## src/rtl/chatter_pkg.sv

```systemverilog
// Shared types and helpers for the chatter filter.
// Assumes: nothing beyond IEEE 1800-2017 constant functions.
package chatter_pkg;

    // Filter span choice, encoded as the select pin value.
    typedef enum logic {
        SPAN_SHORT = 1'b0,
        SPAN_LONG  = 1'b1
    } span_e;

    // Bits needed to hold a count up to and including n.
    function automatic int ctr_bits(input int n);
        return (n < 2) ? 1 : $clog2(n + 1);
    endfunction

endpackage

```

## src/rtl/chatter_sync.sv

```systemverilog
// Two-stage synchronizer for a bus of asynchronous pin levels.
// Assumes: bits are independent; no reset, the stages flush within two clocks.
module chatter_sync #(
    parameter int W = 4
) (
    input  logic         clk,
    input  logic [W-1:0] d_async,
    output logic [W-1:0] q_sync
);

    logic [W-1:0] stage1;
    logic [W-1:0] stage2;

    // Shift the raw levels through two flops.
    always_ff @(posedge clk) begin
        stage1 <= d_async;
        stage2 <= stage1;
    end

    assign q_sync = stage2;

endmodule

```

## src/rtl/chatter_bit.sv

```systemverilog
// Stability filter for a single synchronized bit.
// The output takes the new level after it has held for `span` enable pulses.
// Assumes: span is between 1 and SPAN_MAX; enable is a one-cycle pulse.
module chatter_bit #(
    parameter int SPAN_MAX = 256,
    parameter int CW       = 9
) (
    input  logic          clk,
    input  logic          rst_n,
    input  logic          tick_en,
    input  logic          active,
    input  logic [CW-1:0] span,
    input  logic          lvl_sync,
    output logic          lvl_filt
);

    logic [CW-1:0] run_cnt;
    logic [CW:0]   run_next;
    logic          differs;

    // Next count and mismatch flag.
    always_comb begin
        run_next = {1'b0, run_cnt} + {{CW{1'b0}}, 1'b1};
        differs  = (lvl_sync != lvl_filt);
    end

    // Count enable pulses while the level differs; flip at the span.
    always_ff @(posedge clk) begin
        if (!rst_n) begin
            lvl_filt <= lvl_sync;
            run_cnt  <= '0;
        end else if (!active || !differs) begin
            run_cnt  <= '0;
        end else if (tick_en) begin
            if (run_next >= {1'b0, span}) begin
                lvl_filt <= lvl_sync;
                run_cnt  <= '0;
            end else begin
                run_cnt  <= run_next[CW-1:0];
            end
        end
    end

    // the output only moves on an edge that carried an enable pulse.
    a_r5_change_on_tick: assert property (@(posedge clk) disable iff (!rst_n)
        ($past(rst_n) && (lvl_filt != $past(lvl_filt))) |-> $past(tick_en));

    // a change always adopts the synchronized level of the prior cycle.
    a_r2_change_to_sync: assert property (@(posedge clk) disable iff (!rst_n)
        ($past(rst_n) && (lvl_filt != $past(lvl_filt))) |-> (lvl_filt == $past(lvl_sync)));

    // a matching level clears the running count.
    a_r4_match_clears: assert property (@(posedge clk) disable iff (!rst_n)
        ($past(rst_n) && ($past(lvl_sync) == $past(lvl_filt))) |-> (run_cnt == '0));

    // the count never reaches the longest span.
    a_r3_cnt_bounded: assert property (@(posedge clk) disable iff (!rst_n)
        (int'(run_cnt) < SPAN_MAX));

endmodule

```

## src/rtl/chatter_group.sv

```systemverilog
// One port group: a synchronizer plus one stability filter per bit.
// Assumes: `active` low freezes the whole group (output-driving mode).
module chatter_group #(
    parameter int W        = 4,
    parameter int SPAN_MAX = 256,
    parameter int CW       = 9
) (
    input  logic          clk,
    input  logic          rst_n,
    input  logic          tick_en,
    input  logic          active,
    input  logic [CW-1:0] span,
    input  logic [W-1:0]  raw_i,
    output logic [W-1:0]  filt_o
);

    logic [W-1:0] synced;

    chatter_sync #(.W(W)) u_sync (
        .clk     (clk),
        .d_async (raw_i),
        .q_sync  (synced)
    );

    // One independent filter per bit.
    for (genvar b = 0; b < W; b++) begin : g_bit
        chatter_bit #(.SPAN_MAX(SPAN_MAX), .CW(CW)) u_bit (
            .clk      (clk),
            .rst_n    (rst_n),
            .tick_en  (tick_en),
            .active   (active),
            .span     (span),
            .lvl_sync (synced[b]),
            .lvl_filt (filt_o[b])
        );
    end

    // a group that is not filtering keeps its output.
    a_r7_hold_inactive: assert property (@(posedge clk) disable iff (!rst_n)
        ($past(rst_n) && !$past(active)) |-> $stable(filt_o));

endmodule

```

## src/rtl/chatter_filter.sv

```systemverilog
// Top: chatter filtering for an input-only group and a bidirectional group.
// One select bit sets the span for both groups; the bidirectional group
// filters only in input mode.
// Assumes: base_tick is a one-cycle pulse at the base-clock rate.
module chatter_filter
    import chatter_pkg::*;
#(
    parameter int W         = 4,
    parameter int SHORT_LEN = 64,
    parameter int LONG_LEN  = 256
) (
    input  logic         clk,
    input  logic         rst_n,
    input  logic         base_tick,
    input  logic         long_sel,
    input  logic [W-1:0] in_raw,
    input  logic [W-1:0] io_raw,
    input  logic         io_is_output,
    output logic [W-1:0] in_filt,
    output logic [W-1:0] io_filt
);

    localparam int            CW      = ctr_bits(LONG_LEN);
    localparam logic [CW-1:0] SHORT_V = CW'(SHORT_LEN);
    localparam logic [CW-1:0] LONG_V  = CW'(LONG_LEN);

    span_e         mode;
    logic [CW-1:0] span;

    // Decode the shared span select.
    always_comb begin
        mode = span_e'(long_sel);
        span = (mode == SPAN_LONG) ? LONG_V : SHORT_V;
    end

    chatter_group #(.W(W), .SPAN_MAX(LONG_LEN), .CW(CW)) u_in_grp (
        .clk     (clk),
        .rst_n   (rst_n),
        .tick_en (base_tick),
        .active  (1'b1),
        .span    (span),
        .raw_i   (in_raw),
        .filt_o  (in_filt)
    );

    chatter_group #(.W(W), .SPAN_MAX(LONG_LEN), .CW(CW)) u_io_grp (
        .clk     (clk),
        .rst_n   (rst_n),
        .tick_en (base_tick),
        .active  (!io_is_output),
        .span    (span),
        .raw_i   (io_raw),
        .filt_o  (io_filt)
    );

endmodule

```

## config.mk

```make
export PLATFORM = sky130hd
export DESIGN_NAME = chatter_filter
export DESIGN_NICKNAME = d
export VERILOG_FILES = /design/src/rtl/chatter_pkg.sv /design/src/rtl/chatter_sync.sv /design/src/rtl/chatter_bit.sv /design/src/rtl/chatter_group.sv /design/src/rtl/chatter_filter.sv
export SDC_FILE = /design/constraint.sdc
export NUM_CORES = 1
export LEC_CHECK = 0
export ABC_AREA = 1
export BUFFER_PORTS_ARGS = -buffer_cell sky130_fd_sc_hd__buf_2
export CAP_MARGIN = 20
export CORE_MARGIN = 10
export CORE_UTILIZATION = 65
export DETAILED_ROUTE_END_ITERATION = 12
export PLACE_DENSITY = 0.93
export SLEW_MARGIN = 0
export SYNTH_ARGS = -nofsm -noshare
export SYNTH_HDL_FRONTEND = slang
export SYNTH_SLANG_ARGS = --single-unit
```

## constraint.sdc

```tcl
create_clock -name clk -period 5 [get_ports clk]
set_clock_uncertainty 0.2 [all_clocks]
set_input_delay 0.25 -clock clk [delete_from_list [all_inputs] [get_ports clk]]
set_output_delay 0.25 -clock clk [all_outputs]
set_load 0.05 [all_outputs]
```

==> results of run 1 <==
-- metal layers --
metal  vias up  part of all wire [%]  track usage (%)
met5         -                     0                0
met4         0                   1.5             5.19
met3        27                   4.6             3.16
met2       146                    48             34.6
met1      2677                    46             23.6
li1       3007                     -                -
-- layout by cell type, fill, tap and decap left out --
master and count:
o21ai_0 15, nor2_2 7, ha_1 32, buf_2 20, nand3_1 110, nor2_1 121
inv_1 97, a21oi_2 1, nand3b_1 4, nand4_1 13, dfxtp_1 88, clkinvlp_4 1
xnor2_1 6, a21boi_1 1, clkinv_2 2, nand2_2 10, edfxtp_1 8, buf_4 1
clkbuf_1 4, nand2_1 261, or2_2 2, inv_2 2, a21oi_1 82, a21o_1 2
clkbuf_8 9, nand3_2 9, dlygate4sd3_1 8, nor3_2 1, nor3_1 7, a21oi_4 7
xor2_1 15, bufinv_16 1
-- final cells by class --
type	instances	share of cell area (%)
flip-flops and latches	96	31.0
multi-input cells	706	55.3
well taps	111	2.15
inverters	100	5.84
clock buffers	13	2.15
clock inverters	3	0.659
repair buffers	29	2.91
-- where the power goes --
part,internal (mW),switching (mW),leakage [nW],total [mW]
logic,0.0369,0.0885,1.82,0.125
registers,0.790,0.0132,0.794,0.803
clock network,0.232,0.256,0.0876,0.487
-- sequential cells by signal, indices dropped and copies added, names as in the netlist --
signal / flops
u_io_grp.g_bit.u_bit.lvl_filt: 4
u_in_grp.g_bit.u_bit.lvl_filt: 4
u_io_grp.u_sync.stage1: 4
u_io_grp.u_sync.q_sync: 4
u_in_grp.u_sync.stage1: 4
u_in_grp.g_bit.u_bit.run_cnt: 36
u_in_grp.u_sync.q_sync: 4
u_io_grp.g_bit.u_bit.run_cnt: 36
-- worst paths after layout --
check,slack (ps),cells past startpoint,end,startpoint
max,2030,15,u_io_grp.g_bit[0].u_bit.lvl_filt,u_io_grp.g_bit[0].u_bit.run_cnt[1]
min,130,0,u_in_grp.u_sync.q_sync[1],u_in_grp.u_sync.stage1[1]
max reg2reg,2030,15,u_io_grp.g_bit[0].u_bit.lvl_filt,u_io_grp.g_bit[0].u_bit.run_cnt[1]
min reg2reg,130,0,u_in_grp.u_sync.q_sync[1],u_in_grp.u_sync.stage1[1]
-- critical path, delay by kind of cell, from the launching register on --
| family | cells | cell delay, ps |
|---|---|---|
| adder cells (fa/ha/maj) | 2 | 550 |
| buffers and inverters | 1 | 50 |
| flip-flops | 1 | 450 |
| AND/OR/NAND/NOR | 12 | 1440 |
-- metrics by stage --
step,cells,utilization [%]
4_1_cts,1058,70.1
3_3_place_gp,1034,67.3
6_report,1058,70.1
3_5_place_dp,1034,67.3
5_1_grt,1058,70.1
2_1_floorplan,929,-
-- cells by family after synthesis --
logic type / share of synthesized area (%)
AOI/OAI and AO/OA: 10.3
xor gates and xnor gates: 3.01
adders and majority gates: 6.55
buffers and inverters: 8.91
DFF: 32.8
and+or+nand+nor: 38.5
-- cells in the mapped netlist (all sizes together) --
library cell / number
xnor2: 6
nand2: 271
dfxtp: 88
a21o: 2
nor3: 8
nor2: 128
edfxtp: 8
nand3: 119
a21oi: 90
clkbuf: 15
buf: 12
nand3b: 4
xor2: 15
nand4: 13
inv: 100
ha: 32
a21boi: 1
o21ai: 15
or2: 2
==> impl_metrics.csv, run 1 <==
group,metric,value,unit
routing,post_drt_wl_per_cell,12.1,µm
sta,fmax,337,MHz
pwr,power.leakage,2.71,nW
placed_design,hpwl,9060,µm
worst_setup_path,crit_fanout,10,
worst_setup_path,cp_slowest_stage_delay,450,ps
pwr,p_per_area,219,nW/µm²
placed_design,numPortBuffers,20,
clock_network,cts_buffers,9,
global_routing,grt.total_usage,19.4,%
synthesis,ys_warn_count,0,
synthesis,yosysTopAreaCell,"dfxtp_1",
job,max_cap_viol_count,0,
worst_setup_path,end_kind,"register",
placed_design,dpl_cell_area,6190,µm²
floorplanning,core-area,9200,µm²
final_layout,fin_area,6450,µm²
clock_network,cts_max_level,3,
synthesis,synth-seq-cells,96,
placed_design,place_ws,2110,ps
clock_network,clk_latency,360,ps
sta,fin_crit,2970,ps
sta,holdWs,134,ps
routing,vias,5857,
sta,tightest_slew,789,ps
routing,drc,0,
final_layout,seq_area,2000,µm²
synthesis,synthTopCellsByArea,"dfxtp_1, nand2_1, nand3_1, nor2_1, a21oi_1",
worst_setup_path,cp.required,4880,ps
worst_setup_path,crit_chain,"ha_1, nand2_1, nor3_2, nand3_1, nand2_1, inv_1, ha_1, nand3_1, nor2_1, nand2_1, nor2_2, nand2_2, nand2_1, nand3_1, nand2_1",
synthesis,syn-num-nets,974,
floorplanning,start_util,66.4,%
synthesis,ys_seq_area_share,32.8,%
sta,timing.final.ws_setup,2030,ps
final_layout,fill_cells,757,
routing,postRouteAntennaNets,0,
pwr,max-vdd-ir-drop,175,µV
pwr,power,1.42,mW
worst_setup_path,crit_path_frequent_cell,"nand2_1",
floorplanning,pin_count,21,
clock_network,cts_tree,"done",
clock_network,ctsResizeCount,0,
sta,setup_viol,0,
clock_network,root_buffer,"clkbuf_8",
floorplanning,die_h,117,µm
synthesis,syn_inst,929,
worst_setup_path,critPathLaunchType,"register",
synthesis,synth_cell_type_count,28,
global_routing,grt_pass1_wl,22600,µm
final_layout,drive_gt1_share,7.71,%
sta,fin_crit_sh,59.4,%
routing,vias_per_cell,5.54,
sta,tns,0,ps
global_routing,antenna_found_initial,0,
final_layout,multi_input_area,3560,µm²
clock_network,clk_pin_slew,90,ps
global_routing,grt_pass1_vias,5396,
synthesis,synth_area,6110,µm²
synthesis,yosysTopAreaCellShare,28.8,%
synthesis,synth_area_per_cell,6.58,µm²
final_layout,synthToLayoutAreaGrowth,5.57,%
placed_design,routabilityCongestion,0.901,
worst_setup_path,criticalPathCategory,"reg -> reg",
worst_setup_path,cp.arrival,2850,ps
clock_network,cts_setup_buffers,0,
clock_network,cts_buffer_depth,2,
routing,first_pass_iters,5,
floorplanning,num_rows,35,
floorplanning,dieArea,13700,µm²
sta,rsz0062_at_grt,"no",
final_layout,layout.nets,987,
global_routing,gr-total-overflow,0,
sta,slew_headroom,47.4,%
routing,drt_iter0_markers,569,
routing,finalWirelength,12900,µm
clock_network,clock_sinks,96,
sta,maxSlewViolCount,0,
floorplanning,die_w,117,µm
clock_network,cts_hold_buf,8,
run_status,status,"finished clean",
final_layout,diodes,0,
global_routing,grt_max_degree,64,
worst_setup_path,slowest_stage,"dfxtp_1",
worst_hold_path,hp-class,"reg -> reg",
sta,hold_viol_final,0,
Power figures use the tool's default switching activity.
==> inputs of run 2 (changes only) <==
CORE_UTILIZATION = 57   (was 65)
PLACE_DENSITY = 0.87   (was 0.93)
clock period = 2.5 ns   (was 5 ns; I/O delays follow)
==> impl_metrics.csv, run 2 (synthesis results as in run 1) <==
group,metric,value,unit
floorplanning,pin_count,21,
routing,finalWirelength,14600,µm
sta,hold_viol_final,0,
job,max_cap_viol_count,0,
clock_network,root_buffer,"clkbuf_8",
floorplanning,start_util,58.9,%
worst_hold_path,hold_depth,2,
final_layout,layout.nets,1038,
run_status,violations,"setup timing",
final_layout,multi_input_area,3740,µm²
sta,holdWs,30.4,ps
sta,tns,-45.5,ps
pwr,power.leakage,2.97,nW
worst_setup_path,end_kind,"register",
floorplanning,core-area,10400,µm²
pwr,max-vdd-ir-drop,316,µV
sta,fin_crit,2530,ps
final_layout,layout_common_cells,"nand2_1, nor2_1, nand3_1",
sta,tightest_slew,704,ps
placed_design,hpwl,9660,µm
sta,slew_headroom,53.0,%
clock_network,cts_buffer_depth,2,
final_layout,fin_util,68.5,%
global_routing,antenna_found_initial,0,
worst_setup_path,crit_fanout,3,
clock_network,cts_max_level,3,
floorplanning,die_w,124,µm
clock_network,clock_sinks,96,
clock_network,clk_latency,370,ps
final_layout,drive_gt1_share,18.3,%
global_routing,grt_max_degree,65,
sta,timing.final.ws_setup,-26.1,ps
worst_setup_path,r2r_end,"u_io_grp.g_bit[1].u_bit.lvl_filt",
global_routing,grt_pass1_wl,23900,µm
routing,drt_iter0_markers,599,
worst_hold_path,hp-class,"in -> reg",
sta,fmax,396,MHz
worst_setup_path,r2r_cells,16,
worst_setup_path,r2r-start,"u_io_grp.g_bit[1].u_bit.run_cnt[0]",
final_layout,reg_top3,"u_in_grp.g_bit.u_bit.run_cnt x36, u_io_grp.g_bit.u_bit.run_cnt x36",
worst_setup_path,cp_slowest_stage_delay,360,ps
clock_network,cts_tree,"done",
clock_network,clk_pin_slew,100,ps
final_layout,seq_area,2030,µm²
placed_design,routabilityCongestion,0.913,
floorplanning,dieArea,15300,µm²
worst_hold_path,holdPathEnd,"u_io_grp.g_bit[3].u_bit.lvl_filt",
clock_network,cts_buffers,9,
final_layout,diodes,0,
worst_setup_path,r2r_slack,-30,ps
sta,setup_viol,3,
floorplanning,num_rows,37,
worst_setup_path,cp.arrival,2430,ps
final_layout,layout_commonest_cell,"nand2_1",
worst_setup_path,crit_path_frequent_cell,"nand2_1",
final_layout,fill_cells,862,
worst_setup_path,crit_chain,"ha_4, nand2_2, inv_2, nand3_4, nor2_4, xor2_2, inv_1, ha_1, nand3_2, nor2_2, nand2_1, nor2_2, nand2_2, nand2_1, nand3_1, nand2_1",
routing,postRouteAntennaNets,0,
placed_design,numPortBuffers,20,
pwr,power,2.85,mW
worst_hold_path,min_from,"rst_n",
placed_design,dpl_cell_area,6590,µm²
global_routing,grt.total_usage,18.7,%
worst_setup_path,slowest_stage,"dfxtp_2",
worst_setup_path,critPathLaunchType,"register",
routing,drc,0,
pwr,p_per_area,401,nW/µm²
worst_setup_path,cp.required,2400,ps
run_status,status,"finished with violations",
global_routing,grt_pass1_vias,5548,
worst_setup_path,criticalPathCategory,"reg -> reg",
floorplanning,die_h,124,µm
routing,first_pass_iters,6,
sta,fin_crit_sh,101,%
routing,vias,6084,
final_layout,synthToLayoutAreaGrowth,16.2,%
sta,maxSlewViolCount,0,
sta,rsz0062_at_grt,"yes",
global_routing,gr-total-overflow,0,
routing,vias_per_cell,5.37,
final_layout,fin_area,7100,µm²
routing,post_drt_wl_per_cell,12.9,µm
run 2: cell types whose count changed in the layout (fill, tap and decap cells not counted), sizes merged:
cell    delta
clkinv     +2
bufinv     -1
clkbuf     -2
inv        +1
buf       +51
run 2: final cells by class:
| class | instances | area share [%] |
|---|---|---|
| inverters | 100 | 5.30 |
| well taps | 136 | 2.40 |
| clock buffers | 11 | 1.99 |
| flip-flops and latches | 96 | 28.5 |
| repair buffers | 80 | 8.44 |
| clock inverters | 5 | 0.581 |
| multi-input cells | 706 | 52.7 |
run 2: worst max-delay path by stage:
stage | startpoint | to | slack (ps)
5_1_grt | u_io_grp.g_bit[1].u_bit.run_cnt[1] | u_io_grp.g_bit[1].u_bit.lvl_filt | -190
2_1_floorplan | u_io_grp.g_bit[1].u_bit.run_cnt[1] | u_io_grp.g_bit[1].u_bit.lvl_filt | 0.8
3_5_place_dp | u_io_grp.g_bit[1].u_bit.run_cnt[1] | u_io_grp.g_bit[1].u_bit.lvl_filt | -10
6_report | u_io_grp.g_bit[1].u_bit.run_cnt[0] | u_io_grp.g_bit[1].u_bit.lvl_filt | -30
3_3_place_gp | u_io_grp.g_bit[1].u_bit.run_cnt[1] | u_io_grp.g_bit[1].u_bit.lvl_filt | 40
4_1_cts | u_io_grp.g_bit[1].u_bit.run_cnt[0] | u_io_grp.g_bit[1].u_bit.lvl_filt | 20
run 2: power by group:
group	switching [mW]	leakage (nW)	total, mW	internal, mW
sequential	0.0218	0.804	1.60	1.58
combinational	0.194	2.07	0.293	0.0991
clock	0.554	0.0914	0.952	0.398
total	0.770	2.97	2.85	2.08
run 2: critical path: cells and delay by family (launching register included):
family        cells  cell delay, ps
fa+ha+maj         2             440
simple gates     11             950
buf+inv           2             150
flops             1             360
xor+xnor          1             180
run 2: stage by stage:
step	worst slack, ps	std cells
after floorplan	0.797	929
after global placement	44.4	1104
after detailed placement	-12.2	1104
after CTS	24.4	1128
after global routing	-191	1134
final	-26.1	1134
run 2: per-layer routing:
layer | vias up | share of wire (%) | track usage, %
met2 | 185 | 48 | 32.0
met1 | 2764 | 45 | 23.3
met3 | 23 | 5.3 | 2.69
met4 | 0 | 1.7 | 7.28
met5 | - | 0 | 0
li1 | 3112 | - | -
run 2: repair_timing:
action                                 4_1_cts  5_1_grt
setup buffers                                0        6
setup endpoints to repair                    7       73
endpoints found under the hold margin        8        0
pin swaps                                    5       17
hold buffers                                 8        0
resized for setup                           10       52
